--- config.mk ---
export PLATFORM = sky130hd
export DESIGN_NAME = cfg_txn_watchdog
export DESIGN_NICKNAME = d
export VERILOG_FILES = /design/src/rtl/cfgwd_pkg.sv /design/src/rtl/cfgwd_csr.sv /design/src/rtl/cfgwd_timer.sv /design/src/rtl/cfgwd_seq.sv /design/src/rtl/cfg_txn_watchdog.sv
export SDC_FILE = /design/constraint.sdc
export NUM_CORES = 1
export LEC_CHECK = 0
export BUFFER_PORTS_ARGS = -buffer_cell sky130_fd_sc_hd__buf_2
export CORE_MARGIN = 5
export CORE_UTILIZATION = 48
export CTS_BUF_LIST = sky130_fd_sc_hd__clkbuf_8
export CTS_CLUSTER_SIZE = 16
export DETAILED_ROUTE_END_ITERATION = 16
export GPL_TIMING_DRIVEN = 0
export MAX_ROUTING_LAYER = met4
export PLACE_DENSITY = 0.87
export SYNTH_ARGS = -nofsm -noshare
export SYNTH_HDL_FRONTEND = slang
export SYNTH_SLANG_ARGS = --single-unit
--- constraint.sdc ---
create_clock -name clk -period 4.6 [get_ports clk]
set_clock_uncertainty 0.2 [all_clocks]
set_input_delay 0.69 -clock clk [delete_from_list [all_inputs] [get_ports clk]]
set_output_delay 0.69 -clock clk [all_outputs]
set_load 0.02 [all_outputs]
--- src/rtl/cfgwd_pkg.sv ---
package cfgwd_pkg;
  // sequencer phases: idle, request offered, response awaited, absorbing a late response
  typedef enum logic [1:0] {
    PH_IDLE  = 2'd0,
    PH_OFFER = 2'd1,
    PH_AWAIT = 2'd2,
    PH_SINK  = 2'd3
  } wd_phase_e;

  localparam int CSR_W    = 32;
  localparam int FLAG_BIT = 31;
endpackage

--- src/rtl/cfgwd_csr.sv ---
module cfgwd_csr #(
  parameter int          PERIOD_W   = 16,
  parameter int unsigned PERIOD_RST = 32'h400
) (
  input  logic                       clk,
  input  logic                       rst,
  input  logic                       csr_we,
  input  logic [cfgwd_pkg::CSR_W-1:0] csr_wdata,
  input  logic                       tout_evt,
  output logic [PERIOD_W-1:0]        period,
  output logic                       flag,
  output logic [cfgwd_pkg::CSR_W-1:0] csr_rdata
);
  import cfgwd_pkg::*;

  logic unused_wbits;
  assign unused_wbits = ^csr_wdata[FLAG_BIT-1:PERIOD_W];

  always_ff @(posedge clk) begin
    if (rst) begin
      period <= PERIOD_W'(PERIOD_RST);
      flag   <= 1'b0;
    end else begin
      if (csr_we) period <= csr_wdata[PERIOD_W-1:0];
      // a new timeout outranks a software clear in the same cycle
      if (tout_evt)                             flag <= 1'b1;
      else if (csr_we && !csr_wdata[FLAG_BIT])  flag <= 1'b0;
    end
  end

  always_comb begin
    csr_rdata                 = '0;
    csr_rdata[PERIOD_W-1:0]   = period;
    csr_rdata[FLAG_BIT]       = flag;
  end

  // the flag only drops after a clearing write
  p_flag_clear_sw_r8: assert property (@(posedge clk) disable iff (rst)
    $fell(flag) |-> $past(csr_we && !csr_wdata[FLAG_BIT]));
  // writing a one never clears the flag
  p_flag_keep_r8: assert property (@(posedge clk) disable iff (rst)
    (flag && csr_we && csr_wdata[FLAG_BIT]) |=> flag);
endmodule

--- src/rtl/cfgwd_timer.sv ---
module cfgwd_timer #(
  parameter int PERIOD_W = 16
) (
  input  logic                clk,
  input  logic                rst,
  input  logic                restart,
  input  logic                run,
  input  logic [PERIOD_W-1:0] period,
  output logic                hit
);
  logic [PERIOD_W-1:0] cnt;
  logic [PERIOD_W:0]   elapsed;

  always_ff @(posedge clk) begin
    if (rst)                       cnt <= '0;
    else if (restart)              cnt <= '0;
    else if (run && (cnt != '1))   cnt <= cnt + 1'b1;
  end

  // cycles spent so far including the current one; period 0 behaves as 1
  assign elapsed = {1'b0, cnt} + {{PERIOD_W{1'b0}}, 1'b1};
  assign hit     = elapsed >= {1'b0, period};
endmodule

--- src/rtl/cfgwd_seq.sv ---
module cfgwd_seq #(
  parameter int ADDR_W = 16,
  parameter int DATA_W = 32
) (
  input  logic              clk,
  input  logic              rst,
  input  logic              req_valid,
  input  logic              req_write,
  input  logic [ADDR_W-1:0] req_addr,
  input  logic [DATA_W-1:0] req_wdata,
  output logic              req_ready,
  output logic              rsp_valid,
  output logic [DATA_W-1:0] rsp_rdata,
  output logic              rsp_err,
  output logic              tgt_valid,
  input  logic              tgt_ready,
  output logic              tgt_write,
  output logic [ADDR_W-1:0] tgt_addr,
  output logic [DATA_W-1:0] tgt_wdata,
  input  logic              tgt_rvalid,
  input  logic [DATA_W-1:0] tgt_rdata,
  input  logic              tgt_rerr,
  input  logic              hit,
  output logic              tmr_restart,
  output logic              tmr_run,
  output logic              tout_evt
);
  import cfgwd_pkg::*;

  wd_phase_e phase, phase_nx;
  logic      accept, done_ok;

  assign req_ready = (phase == PH_IDLE);
  assign tgt_valid = (phase == PH_OFFER);
  assign accept    = req_ready && req_valid;
  assign done_ok   = (phase == PH_AWAIT) && tgt_rvalid;
  assign tout_evt  = hit && ((phase == PH_OFFER) ||
                             ((phase == PH_AWAIT) && !tgt_rvalid));
  assign tmr_run   = (phase != PH_IDLE);

  always_comb begin
    phase_nx = phase;
    unique case (phase)
      PH_IDLE:  if (accept) phase_nx = PH_OFFER;
      PH_OFFER: begin
        if (hit)            phase_nx = tgt_ready ? PH_SINK : PH_IDLE;
        else if (tgt_ready) phase_nx = PH_AWAIT;
      end
      PH_AWAIT: begin
        if (tgt_rvalid)     phase_nx = PH_IDLE;
        else if (hit)       phase_nx = PH_SINK;
      end
      PH_SINK:  if (tgt_rvalid || hit) phase_nx = PH_IDLE;
      default:  phase_nx = PH_IDLE;
    endcase
  end

  // timer restarts on acceptance and again when the late-response wait begins
  assign tmr_restart = accept || (tout_evt && (phase_nx == PH_SINK));

  always_ff @(posedge clk) begin
    if (rst) begin
      phase     <= PH_IDLE;
      rsp_valid <= 1'b0;
      rsp_rdata <= '0;
      rsp_err   <= 1'b0;
      tgt_write <= 1'b0;
      tgt_addr  <= '0;
      tgt_wdata <= '0;
    end else begin
      phase     <= phase_nx;
      rsp_valid <= done_ok || tout_evt;
      if (done_ok) begin
        rsp_rdata <= tgt_rdata;
        rsp_err   <= tgt_rerr;
      end else if (tout_evt) begin
        rsp_rdata <= '0;
        rsp_err   <= 1'b1;
      end
      if (accept) begin
        tgt_write <= req_write;
        tgt_addr  <= req_addr;
        tgt_wdata <= req_wdata;
      end
    end
  end

  // an accepted request is offered to the target next cycle
  p_accept_fwd_r2: assert property (@(posedge clk) disable iff (rst)
    (req_valid && req_ready) |=> tgt_valid);
  // an unaccepted offer stays put unless the timer withdraws it
  p_offer_hold_r2: assert property (@(posedge clk) disable iff (rst)
    (tgt_valid && !tgt_ready && !hit) |=>
      (tgt_valid && $stable(tgt_addr) && $stable(tgt_wdata) && $stable(tgt_write)));
  // each response to the proxy lasts one cycle
  p_rsp_pulse_r3: assert property (@(posedge clk) disable iff (rst)
    rsp_valid |=> !rsp_valid);
  // a late target response is swallowed
  p_drop_late_r7: assert property (@(posedge clk) disable iff (rst)
    ((phase == PH_SINK) && tgt_rvalid) |=> (!rsp_valid && req_ready));
endmodule

--- src/rtl/cfg_txn_watchdog.sv ---
module cfg_txn_watchdog #(
  parameter int          ADDR_W     = 16,
  parameter int          DATA_W     = 32,
  parameter int          PERIOD_W   = 16,
  parameter int unsigned PERIOD_RST = 32'h400
) (
  input  logic              clk,
  input  logic              rst,
  input  logic              req_valid,
  output logic              req_ready,
  input  logic              req_write,
  input  logic [ADDR_W-1:0] req_addr,
  input  logic [DATA_W-1:0] req_wdata,
  output logic              rsp_valid,
  output logic [DATA_W-1:0] rsp_rdata,
  output logic              rsp_err,
  output logic              tgt_valid,
  input  logic              tgt_ready,
  output logic              tgt_write,
  output logic [ADDR_W-1:0] tgt_addr,
  output logic [DATA_W-1:0] tgt_wdata,
  input  logic              tgt_rvalid,
  input  logic [DATA_W-1:0] tgt_rdata,
  input  logic              tgt_rerr,
  input  logic              csr_we,
  input  logic [31:0]       csr_wdata,
  output logic [31:0]       csr_rdata
);
  logic [PERIOD_W-1:0] period;
  logic                tout_flag, tout_evt, hit, tmr_restart, tmr_run;

  cfgwd_csr #(.PERIOD_W(PERIOD_W), .PERIOD_RST(PERIOD_RST)) u_csr (
    .clk(clk), .rst(rst), .csr_we(csr_we), .csr_wdata(csr_wdata),
    .tout_evt(tout_evt), .period(period), .flag(tout_flag), .csr_rdata(csr_rdata)
  );

  cfgwd_timer #(.PERIOD_W(PERIOD_W)) u_timer (
    .clk(clk), .rst(rst), .restart(tmr_restart), .run(tmr_run),
    .period(period), .hit(hit)
  );

  cfgwd_seq #(.ADDR_W(ADDR_W), .DATA_W(DATA_W)) u_seq (
    .clk(clk), .rst(rst),
    .req_valid(req_valid), .req_write(req_write), .req_addr(req_addr),
    .req_wdata(req_wdata), .req_ready(req_ready),
    .rsp_valid(rsp_valid), .rsp_rdata(rsp_rdata), .rsp_err(rsp_err),
    .tgt_valid(tgt_valid), .tgt_ready(tgt_ready), .tgt_write(tgt_write),
    .tgt_addr(tgt_addr), .tgt_wdata(tgt_wdata),
    .tgt_rvalid(tgt_rvalid), .tgt_rdata(tgt_rdata), .tgt_rerr(tgt_rerr),
    .hit(hit), .tmr_restart(tmr_restart), .tmr_run(tmr_run), .tout_evt(tout_evt)
  );

  // the flag rises together with a locally generated error response
  p_flag_rsp_r4: assert property (@(posedge clk) disable iff (rst)
    $rose(tout_flag) |-> (rsp_valid && rsp_err && (rsp_rdata == '0)));
endmodule

# Word-level counts from Yosys, hierarchy flattened
# Index checks and enable logic that the tools add are counted.
[op_classes] n_eq_ne=5 n_addsub=2 magnitude_cmp=1 n_reduce_logical=18 muxes=14
[ops] op="$mux 32" n=2
[ops] op="$add 16x1->17 const B" n=1
[ops] op="$ge 17x16->1" n=1
[ops] op="$add 16x1->16 const B" n=1
[ops] op="$ne 16x16->1 const B" n=1
[ops] op="$mux 2" n=7
[ops] op="$pmux 2 s4" n=1
[ops] op="$logic_and 1x1->1" n=7
[ops] op="$eq 2x2->1 const B" n=3
[ops] op="$reduce_bool 2->1" n=3
[ops] op="$logic_or 1x1->1" n=4
[ops] op="$mux 1" n=4
[ops] op="$eq 2x1->1 const B" n=1
[ops] op="$logic_not 1->1" n=2
[ops] op="$logic_not 2->1" n=1
[ops] op="$reduce_or 2->1" n=1
[word_totals] word_cells=50 out_inout_bits=117 in_bits=120 reg_bits=118

# Longest topological paths before layout
# Gate-level depths: netlist (run 1).
[logic_depth] ltp_word=9 ltp_mapped=14 depth_no_buf=13

# Cells and area by module
# Synthesis (run 1) repeated with hierarchy kept, for this count alone.
[unflattened] hier_cells=582 hier_area_um2=5217.5
[modules_own_cells] mod="cfgwd_seq" n_inst=1 seq_area_each_um2=1701.6 cells_per_inst=322 area_each_um2=2971.6
[modules_own_cells] mod="cfgwd_timer" n_inst=1 seq_area_each_um2=320.3 cells_per_inst=171 area_each_um2=1377.6
[modules_own_cells] mod="cfgwd_csr" n_inst=1 seq_area_each_um2=340.3 cells_per_inst=89 area_each_um2=868.3

# Worst setup path before layout (run 1)
# OpenSTA, ideal clock, no wires.
[synth_path] kind="reg2reg" from="register u_timer.cnt[0]" to="register u_seq.rsp_rdata[10]" required_time_ns=4.341 path_buffers=1 synth_period_minus_slack_ns=3.370 setup_ns=0.059 path_stages_with_launch=15 path_slack_ns=1.230 t_arrival_ns=3.111 cell_sequence="dfxtp_1 > ha_1 > nand4_2 > nor2_1 > nand2_1 > nor2_1 > xor2_1 > ha_1 > nand3_1 > o211ai_1 > or3_1 > a211o_1 > a221oi_4 > buf_6 > a22o_1"
[synth_between] elab_chain_cells=4
[synth_rtl] item="from (decl)" line="cfgwd_timer.sv:11" text="logic [PERIOD_W-1:0] cnt;"
[synth_rtl] item="from (signal assigned)" line="cfgwd_timer.sv:17" text="else if (run && (cnt != '1)) cnt <= cnt + 1'b1;"
[synth_rtl] item="$add 16x1->17" line="cfgwd_timer.sv:21" text="assign elapsed = {1'b0, cnt} + {{PERIOD_W{1'b0}}, 1'b1};"
[synth_rtl] item="via u_timer.elapsed[14]" line="cfgwd_timer.sv:12" text="logic [PERIOD_W:0] elapsed;"
[synth_rtl] item="$ge 17x16->1" line="cfgwd_timer.sv:22" text="assign hit = elapsed >= {1'b0, period};"
[synth_rtl] item="$logic_and 1x1->1" line="cfgwd_seq.sv:37" text="assign tout_evt = hit && ((phase == PH_OFFER) ||"
[synth_rtl] item="$reduce_bool 2->1 (no line)"
[synth_rtl] item="to (signal assigned)" line="cfgwd_seq.sv:74" text="rsp_rdata <= tgt_rdata;"
[synth_rtl] item="to (decl)" line="cfgwd_seq.sv:13" text="output logic [DATA_W-1:0] rsp_rdata,"
# The timed path passes the listed nets, and every way through them passes these cells.
# A chain may end at the register's enable or synchronous reset.

# Final worst setup path (run 1)
[layout_path] from="register u_timer.cnt[0]" to="register u_seq.rsp_rdata[8]"
# The elaborated chain is that of the path after synthesis.

==> out/metrics.yaml, run 1 <==
sta:
  slew_headroom_pct: 56.2
  hold_viol_final: 0
  finalSetupViolations: 0
  hold_ws_ns: 0.254
  worst_pin_slew_ns: 0.658
  min_period_ns: 3.83
  slew_violations: 0
  setup_slack_ns: 0.767
  max_freq_mhz: 261
  tns_ns: 0
  rsz0062_at_grt: "no"
  period_share_pct: 83.3
yosys:
  synth.cell_area_um2: 4890
  synth_edf_count: 0
  synthTopCellsByArea: "dfxtp_1, nand2_1, a21oi_1"
  synth_top_area_cell: "dfxtp_1"
  synth_top_area_share_pct: 48.3
  ys_ff_latch: 118
  syn_area_per_cell_um2: 8.77
  ys_seq_area_share_pct: 48.3
  synth_cell_types: 38
  syn_inst: 558
  ys_warn_count: 0
  synth_ff_type: "dfxtp_1"
  synthArstFlopShare_pct: 0
clock_tree:
  cts_hold_buffers: 0
  cts_made_buffers: 17
  clock_latency_ns: 0.40
  cts-resized-gates: 0
  clk_pin_slew_ns: 0.08
  cts-root-buf: "clkbuf_8"
  cts.sinks: 118
  htree_levels: 4
  cts_max_path_buffers: 2
  tritoncts: "built"
  post_cts_buffers: 0
drt:
  drc: 0
  dr.pass1.iters: 4
  vias: 4594
  drt-initial-drc-count: 208
  wl_per_cell_um: 14.2
  wl_um: 13400
  routed_via_density: 4.87
  postRouteAntennaNets: 0
setup_path:
  crit_path_cell_trace: "ha_1, nand4_2, nor2_1, nand2_1, nor2_1, xor2_1, ha_1, nand3_1, o211ai_1, or3_1, a211o_1, a221oi_4, buf_6, a22o_1"
  crit_path_max_incr_delay_ns: 0.47
  cp.arrival_ns: 3.98
  end_kind: "register"
  criticalPathCategory: "reg2reg"
  path_buf_inv: 1
  crit_required_ns: 4.75
  crit_path_max_fanout: 10
  start_kind: "register"
  crit_slowest_cell: "a221oi_4"
  crit_family: "simple AND/OR/NAND/NOR gates"
global_route:
  grt-ovfl-total: 0
  grt-busiest-layer: "met2"
  use_met1_pct: 26.9
  first_global_vias: 4446
  grt_max_degree: 17
  grtUsageTotal_pct: 21.9
  grt_first_pass_wirelength_um: 21600
  grt_util_met3_pct: 6.71
  antenna_found_initial: 1
  grtUsageMet2_pct: 34.4
finish:
  stdcell_count: 943
  seq_area_um2: 2360
  final_util_pct: 66.3
  fin_nets: 933
  area_growth_pct: 33.7
  multi_input_area_um2: 2230
  fin_area_um2: 6540
  fill_cells: 853
  drive_gt1_share_pct: 33.1
die:
  fp.dieArea_um2: 12300
  die_h_um: 111
  num_rows: 36
  start_util_pct: 49.6
  die_w_um: 111
  core_um2: 9860
  io_pins: 237
pwr:
  clkPwrFrac_pct: 39.6
  power.share.switching_pct: 29.2
  power_mw: 2.39
  p_comb_share_pct: 14.7
  p_int_mw: 1.70
  p_per_area_nw_per_um2: 366
  vdd_ir_drop_max_mv: 0.254
  switchingPower_mw: 0.699
  leakagePower_nw: 3.22
  p_seq_share_pct: 45.7
worst_hold_path:
  hold_path.class: "reg2reg"
placed_design:
  postPlaceCellArea_um2: 6140
  dpl.hpwl_um: 10400
  dp_slack_ns: 0.753
  placed_cells: 910
  numPortBuffers: 205
  place.gp.congestion: 0.859
outcome:
  status: "completed"
run:
  cap_viol_max_count: 0
cell families after synthesis:
family,Yosys count,share of synthesized area (%)
and+or+nand+nor,200,17.2
DFF,118,48.3
AOI/OAI and AO/OA,108,14.7
buffers and inverters,70,7.16
xor gates and xnor gates,29,5.19
adders and majority gates,17,4.35
muxes,15,3.07
other,1,0.0767
routing by layer:
layer  share of wire (%)  wire length, µm
met4                 2.3              306
met3                 7.9             1050
met2                  46             6230
met1                  43             5810
met5                   0                0
worst reg2reg max path: stages (launching register included):
cell	delay [ns]
dfxtp_1	0.41
ha_1	0.27
nand4_2	0.16
nor2_1	0.28
nand2_1	0.19
nor2_1	0.15
xor2_1	0.16
ha_1	0.26
nand3_1	0.14
o211ai_1	0.11
or3_1	0.38
a211o_1	0.29
a221oi_4	0.47
buf_6	0.21
a22o_1	0.13
sequential cells by signal, indices dropped and copies added, names as in the netlist:
name and count:
u_seq.rsp_valid 1, u_timer.cnt 16, u_csr.period 16, u_seq.tgt_write 1, u_seq.tgt_wdata 32, u_seq.rsp_rdata 32, u_csr.flag 1, u_seq.rsp_err 1
u_seq.phase 2, u_seq.tgt_addr 16
final cells by class:
| class | count | share of cell area [%] |
|---|---|---|
| clock inverters | 15 | 2.56 |
| multi-input cells | 384 | 34.1 |
| inverters | 22 | 1.26 |
| diodes | 1 | 0.0383 |
| well taps | 133 | 2.54 |
| plain buffers | 48 | 4.09 |
| flip-flops and latches | 118 | 36.1 |
| clock buffers | 17 | 3.58 |
| repair buffers | 205 | 15.7 |
placed cells by master, fill, tap and decap left out, types with 17 or more instances in the layout:
cell type,instances
buf_2,209
a21oi_1,59
clkbuf_1,24
nand2_1,117
xnor2_1,17
clkbuf_8,17
nor2_1,49
dfxtp_1,118
a22o_1,32
ha_1,17
inv_1,22
Yosys cell counts, types with 3 or more instances:
cell type,n
dfxtp_1,118
nand2_1,117
a21oi_1,59
nor2_1,49
a22o_1,32
clkbuf_1,24
inv_1,22
ha_1,17
xnor2_1,17
buf_4,16
mux2i_1,15
xor2_1,12
nand3_1,10
nor3_1,6
a211o_1,4
buf_2,4
o21ai_0,4
buf_6,3
nand4_1,3
final timing paths:
kind	slack (ns)	to	cells past startpoint	start
worst max-delay path	0.77	u_seq.rsp_rdata[8]	14	u_timer.cnt[0]
worst min-delay path	0.25	u_seq.tgt_wdata[5]	2	u_seq.tgt_wdata[5]
worst max register to register	0.77	u_seq.rsp_rdata[8]	14	u_timer.cnt[0]
worst min register to register	0.25	u_seq.tgt_wdata[5]	2	u_seq.tgt_wdata[5]
power groups by stage:
stage | Combinational, mW | Sequential (mW) | Clock, mW
detailed placement | 0.351 | 1.12 | 0
global route | 0.386 | 1.10 | 1.02
floorplan | 0.162 | 1.17 | 0
global placement | 0.344 | 1.12 | 0
finish | 0.352 | 1.10 | 0.948
CTS | 0.352 | 1.10 | 0.963
Power figures use the tool's default switching activity.
==> inputs of run 2 (changes only) <==
--- a/config.mk
+++ b/config.mk
@@ -7,13 +7,13 @@
 export LEC_CHECK = 0
 export BUFFER_PORTS_ARGS = -buffer_cell sky130_fd_sc_hd__buf_2
 export CORE_MARGIN = 5
-export CORE_UTILIZATION = 48
+export CORE_UTILIZATION = 43
 export CTS_BUF_LIST = sky130_fd_sc_hd__clkbuf_8
 export CTS_CLUSTER_SIZE = 16
 export DETAILED_ROUTE_END_ITERATION = 16
 export GPL_TIMING_DRIVEN = 0
 export MAX_ROUTING_LAYER = met4
-export PLACE_DENSITY = 0.87
+export PLACE_DENSITY = 0.82
 export SYNTH_ARGS = -nofsm -noshare
 export SYNTH_HDL_FRONTEND = slang
 export SYNTH_SLANG_ARGS = --single-unit
==> constraint.sdc (replaced) <==
create_clock -name clk -period 3.45 [get_ports clk]
set_clock_uncertainty 0.2 [all_clocks]
set_input_delay 0.5175 -clock clk [delete_from_list [all_inputs] [get_ports clk]]
set_output_delay 0.5175 -clock clk [all_outputs]
set_load 0.02 [all_outputs]
==> run 2 against run 1 <==
Against the previous run:
- the flow now finishes with violations (setup timing)
- non-clock buffer count increased by 8
- fmax increased by 11%
- sequential power increased by 33%
- cell count increased by 1.8%
- first-iteration DRC count decreased by 13%
- power increased by 33%
==> out/metrics.yaml, run 2 (synthesis results as in run 1) <==
outcome:
  status: "complete, but fails checks"  # was completed
  violations: "setup timing"
finish:
  num_antenna_cells: 0  # was 1
  layout_commonest_cell: "buf_2"  # unchanged
  top_regs: "u_seq.rsp_rdata x32, u_seq.tgt_wdata x32"  # unchanged
  final_cell_mix: "buf_2, nand2_1, dfxtp_1, a21oi_1, nor2_1"  # was buf_2, dfxtp_1, nand2_1, a21oi_1, nor2_1
  area_growth_pct: 38.2  # was 33.7%
  fin_nets: 941  # was 933
  drive_gt1_share_pct: 36.0  # was 33.1%
die:
  num_rows: 39  # was 36
  start_util_pct: 43.4  # was 49.6%
  die_h_um: 117  # was 111 µm
  core_um2: 11300  # was 9860 µm²
  io_pins: 237  # unchanged
  die_w_um: 117  # was 111 µm
  fp.dieArea_um2: 13600  # was 12300 µm²
sta:
  period_share_pct: 100  # was 83.3%
  rsz0062_at_grt: "yes"  # was no
  finalSetupViolations: 5  # was 0
  slew_headroom_pct: 52.3  # was 56.2%
  max_freq_mhz: 289  # was 261 MHz
  slew_violations: 0  # unchanged
  worst_pin_slew_ns: 0.713  # was 0.658 ns
  min_period_ns: 3.46  # was 3.83 ns
  hold_viol_final: 0  # unchanged
  setup_slack_ns: -0.00767  # was 0.767 ns
pwr:
  clkPwrFrac_pct: 39.1  # was 39.6%
  p_seq_share_pct: 45.8  # was 45.7%
  leakagePower_nw: 3.29  # was 3.22 nW
  power.share.switching_pct: 29.3  # was 29.2%
  p_per_area_nw_per_um2: 472  # was 366 nW/µm²
  p_comb_share_pct: 15.1  # was 14.7%
  p_int_mw: 2.25  # was 1.70 mW
  vdd_ir_drop_max_mv: 0.273  # was 0.254 mV
  power_mw: 3.19  # was 2.39 mW
  switchingPower_mw: 0.934  # was 0.699 mW
run:
  cap_viol_max_count: 0  # unchanged
setup_path:
  start_kind: "register"  # unchanged
  cp.arrival_ns: 3.63  # was 3.98 ns
  crit_required_ns: 3.62  # was 4.75 ns
  end_kind: "register"  # unchanged
  criticalPathCategory: "reg2reg"  # unchanged
  crit_path_max_fanout: 10  # unchanged
placed_design:
  numPortBuffers: 205  # unchanged
  place.gp.congestion: 0.833  # was 0.859
  dp_slack_ns: -0.457  # was 0.753 ns
  dpl.hpwl_um: 10300  # was 10400 µm
clock_tree:
  clk_pin_slew_ns: 0.08  # about the same
  cts.sinks: 118  # unchanged
  cts_max_path_buffers: 2  # unchanged
  tritoncts: "built"  # unchanged
  clock_latency_ns: 0.43  # was 0.40 ns
  cts_hold_buffers: 0  # unchanged
  htree_levels: 4  # unchanged
  cts-root-buf: "clkbuf_8"  # unchanged
  cts_made_buffers: 17  # unchanged
drt:
  routed_via_density: 4.84  # was 4.87
  postRouteAntennaNets: 0  # unchanged
  drt-initial-drc-count: 181  # was 208
  drc: 0  # unchanged
  wl_um: 14000  # was 13400 µm
  wl_per_cell_um: 14.6  # was 14.2 µm
  vias: 4645  # was 4594
  dr.pass1.iters: 6  # was 4
global_route:
  first_global_vias: 4340  # was 4446
  grt_max_degree: 17  # unchanged
  grt_first_pass_wirelength_um: 20700  # was 21600 µm
  grtUsageTotal_pct: 20.2  # was 21.9%
  grt-ovfl-total: 0  # unchanged
  antenna_found_initial: 0  # was 1
worst_hold_path:
  hold_path.class: "in2reg"  # was reg2reg
run 2: cell count changes in the layout (fill, tap and decap cells not counted), sizes merged:
cell | previous run | this run
clkinv | 6 | 7
clkbuf | 41 | 43
inv | 28 | 25
clkinvlp | 1 | 3
buf | 229 | 235
diode | 1 | 0
run 2: worst paths after layout:
check,start,to,slack [ns],cells past startpoint
hold reg to reg,u_seq.tgt_addr[11],u_seq.tgt_addr[11],0.25,2
setup reg to reg,u_timer.cnt[5],u_seq.rsp_rdata[30],-0.008,14
hold / removal,tgt_rdata[16],u_seq.rsp_rdata[16],0.09,2
setup / recovery,u_timer.cnt[5],u_seq.rsp_rdata[30],-0.008,14
run 2: per-stage QoR:
| step | utilization [%] | hold slack [ns] | instance area, µm² | setup TNS (ns) | cells |
|---|---|---|---|---|---|
| after detailed placement | 54.6 | 0.243 | 6150 | -17.74 | 920 |
| after global routing | 60.0 | 0.0646 | 6760 | -3.30 | 960 |
| after CTS | 58.9 | 0.0722 | 6640 | 0 | 955 |
| after floorplan | - | 0.255 | 4940 | 0 | 572 |
| final | 60.0 | 0.0916 | 6760 | -0.0181 | 960 |
| after global placement | 54.6 | 0.239 | 6150 | -14.73 | 920 |
run 2: cell type report:
type / instances / area, µm²
buffer: 48 / 284
clock inverter: 15 / 155
sequential: 118 / 2370
inverter: 22 / 82.6
timing repair buffer: 213 / 1110
multi-input combinational: 384 / 2340
fill: 1005 / 4510
tap: 143 / 179
clock buffer: 17 / 234
run 2: power groups by stage:
stage | combinational (mW) | clock (mW) | sequential, mW
2_1_floorplan | 0.215 | 0 | 1.56
3_3_place_gp | 0.462 | 0 | 1.49
3_5_place_dp | 0.468 | 0 | 1.49
4_1_cts | 0.472 | 1.27 | 1.46
5_1_grt | 0.529 | 1.33 | 1.47
6_report | 0.480 | 1.25 | 1.46
run 2: what timing repair did:
item	CTS	global route
gates resized for setup	17	19
hold endpoints to repair	0	0
gates cloned	0	1
endpoints found under the setup margin	51	42
pin swaps	3	7
buffers inserted	3	4
run 2: per-layer routing:
layer	global-route usage, %	wire length, µm
met5	-	0
met3	6.06	1100
met2	31.4	6660
met1	24.9	5940
met4	7.34	286
run 2: critical path, stage by stage, from the launching register on:
cell and delay (ns):
dfxtp_1 0.49, nand3_4 0.19, nor2_4 0.17, nand2_2 0.10
nor2_2 0.13, xor2_1 0.18, ha_1 0.28, nand3_2 0.11
o211ai_1 0.10, or3_4 0.39, a211o_1 0.32, a221oi_4 0.27
buf_6 0.18, buf_8 0.14, a22o_1 0.12
==> inputs of run 3 (changes only) <==
--- a/config.mk
+++ b/config.mk
@@ -14,6 +14,7 @@
 export GPL_TIMING_DRIVEN = 0
 export MAX_ROUTING_LAYER = met4
 export PLACE_DENSITY = 0.82
+export RECOVER_POWER = 100
 export SYNTH_ARGS = -nofsm -noshare
 export SYNTH_HDL_FRONTEND = slang
 export SYNTH_SLANG_ARGS = --single-unit
==> run 3 against run 2 <==
Against the previous run:
- the flow still finishes with violations (setup timing)
- global-route usage stayed put
- setup slack better by 0.0027 ns
- combinational power is 4% lower
- first-iteration DRC count is 14% lower
- register-to-register slack hardly changed
- cell count stayed put
- via count is 0.50% lower
- clock power hardly changed
- critical path type unchanged
- critical endpoint is now u_seq.rsp_rdata[2]
- highest routed layer unchanged
==> out/metrics.yaml, run 3 (synthesis results as in run 1) <==
sta:
  min_period_ns: 3.45  # was 3.46 ns
  slew_headroom_pct: 51.9  # was 52.3%
  finalSetupViolations: 2  # was 5
  setup_slack_ns: -0.00495  # was -0.00767 ns
  worst_pin_slew_ns: 0.719  # was 0.713 ns
  rsz0062_at_grt: "yes"  # unchanged
  slew_violations: 0  # unchanged
  hold_viol_final: 0  # unchanged
  max_freq_mhz: 289  # about the same
  period_share_pct: 100  # about the same
global_route:
  first_global_vias: 4340  # unchanged
  grtUsageTotal_pct: 20.2  # unchanged
  antenna_found_initial: 0  # unchanged
  grt_max_degree: 17  # unchanged
  grt_first_pass_wirelength_um: 20700  # unchanged
  grt-ovfl-total: 0  # unchanged
finish:
  fin_nets: 941  # unchanged
  stdcell_count: 960  # unchanged
  final_cell_mix: "clkbuf_1, nand2_1, dfxtp_1, buf_2, a21oi_1"  # was buf_2, nand2_1, dfxtp_1, a21oi_1, nor2_1
  drive_gt1_share_pct: 23.4  # was 36.0%
  fin_area_um2: 6630  # was 6760 µm²
  top_regs: "u_seq.rsp_rdata x32, u_seq.tgt_wdata x32"  # unchanged
  area_growth_pct: 35.5  # was 38.2%
  num_antenna_cells: 0  # unchanged
  layout_commonest_cell: "clkbuf_1"  # was buf_2
setup_path:
  end_kind: "register"  # unchanged
  crit_slowest_cell: "dfxtp_1"  # unchanged
  crit_path_max_incr_delay_ns: 0.49  # about the same
  crit_path_max_fanout: 6  # was 10
  start_kind: "register"  # unchanged
  criticalPathCategory: "reg2reg"  # unchanged
  crit_path_cell_trace: "nand3_4, nor2_4, nand2_2, nor2_2, xor2_1, ha_1, nand3_2, o211ai_1, or3_4, a211o_1, a221oi_4, buf_6, buf_8, a22o_1"  # unchanged
  cp.arrival_ns: 3.62  # was 3.63 ns
  crit_required_ns: 3.61  # was 3.62 ns
die:
  io_pins: 237  # unchanged
  num_rows: 39  # unchanged
  die_h_um: 117  # unchanged
  die_w_um: 117  # unchanged
  start_util_pct: 43.4  # unchanged
  core_um2: 11300  # unchanged
  fp.dieArea_um2: 13600  # unchanged
drt:
  vias: 4622  # was 4645
  wl_per_cell_um: 14.6  # about the same
  drt-initial-drc-count: 156  # was 181
  postRouteAntennaNets: 0  # unchanged
  dr.pass1.iters: 5  # was 6
  routed_via_density: 4.81  # was 4.84
  wl_um: 14000  # about the same
  drc: 0  # unchanged
pwr:
  leakagePower_nw: 2.88  # was 3.29 nW
  power_mw: 3.17  # was 3.19 mW
  p_per_area_nw_per_um2: 479  # was 472 nW/µm²
  vdd_ir_drop_max_mv: 0.271  # was 0.273 mV
placed_design:
  place.gp.congestion: 0.833  # unchanged
  dpl.hpwl_um: 10300  # unchanged
  placed_cells: 920  # unchanged
  postPlaceCellArea_um2: 6150  # unchanged
  numPortBuffers: 205  # unchanged
clock_tree:
  cts_made_buffers: 17  # unchanged
  cts_max_path_buffers: 2  # unchanged
  htree_levels: 4  # unchanged
  clk_pin_slew_ns: 0.08  # about the same
  clock_latency_ns: 0.43  # about the same
  tritoncts: "built"  # unchanged
  cts-root-buf: "clkbuf_8"  # unchanged
  cts.sinks: 118  # unchanged
outcome:
  status: "complete, but fails checks"  # unchanged
  violations: "setup timing"  # unchanged
run:
  cap_viol_max_count: 0  # unchanged
worst_hold_path:
  hold_path.class: "in2reg"  # unchanged
-- run 3: cell types whose count changed in the layout (fill, tap and decap cells not counted), sizes merged --
cell    previous run  this run
buf              235       131
clkbuf            43       147
-- run 3: per-stage QoR --
stage	util (%)	worst slack (ns)	hold WS (ns)	TNS, ns
finish	58.8	-0.00495	0.0915	-0.00599
global route	58.8	-0.115	0.0646	-3.30
CTS	58.9	0.0177	0.0722	0
detailed placement	54.6	-0.457	0.243	-17.74
global placement	54.6	-0.388	0.239	-14.73
floorplan	-	0.0800	0.255	0
-- run 3: critical path: cells and delay by family, from the launching register on --
kind / cells / cell delay, ns
AND/OR/NAND/NOR: 6 / 1.09
AO/OA/AOI/OAI: 4 / 0.82
flip-flops: 1 / 0.49
buffers and inverters: 2 / 0.30
adder cells (fa/ha/maj): 1 / 0.28
XOR/XNOR: 1 / 0.18
-- run 3: path summary, 6_finish.rpt --
check / startpoint / endpoint / slack, ns / cells past startpoint
max: u_timer.cnt[5] / u_seq.rsp_rdata[2] / -0.005 / 14
min: tgt_rdata[16] / u_seq.rsp_rdata[16] / 0.09 / 2
max reg2reg: u_timer.cnt[5] / u_seq.rsp_rdata[2] / -0.005 / 14
min reg2reg: u_seq.tgt_write / u_seq.tgt_write / 0.25 / 2
-- run 3: final cells by class --
type,instances,area (µm²)
fillers,1056,4640
flip-flops and latches,118,2370
multi-input cells,384,2340
repair buffers,213,982
plain buffers,48,284
clock buffers,17,234
well taps,143,179
clock inverters,15,155
inverters,22,82.6
-- run 3: routing by layer --
metal  vias up  part of all wire (%)  track usage [%]
li1       2327                     -                -
met1      2094                    42             24.9
met2       179                    48             31.4
met3        22                   7.8             6.06
met4         0                   1.8             7.34
met5         -                     0                -
-- run 3: what timing repair did --
| item | in CTS | in global routing |
|---|---|---|
| cloned | 0 | 1 |
| buffers inserted | 3 | 4 |
| pin swaps | 3 | 7 |
| endpoints found under the setup margin | 51 | 42 |
| hold buffers | 0 | 0 |
| gates resized for setup | 17 | 19 |
-- run 3: report_power, final --
part	switching [mW]	internal, mW	total (mW)
Clock	0.603	0.645	1.25
Sequential	0.0386	1.42	1.46
Combinational	0.294	0.169	0.463
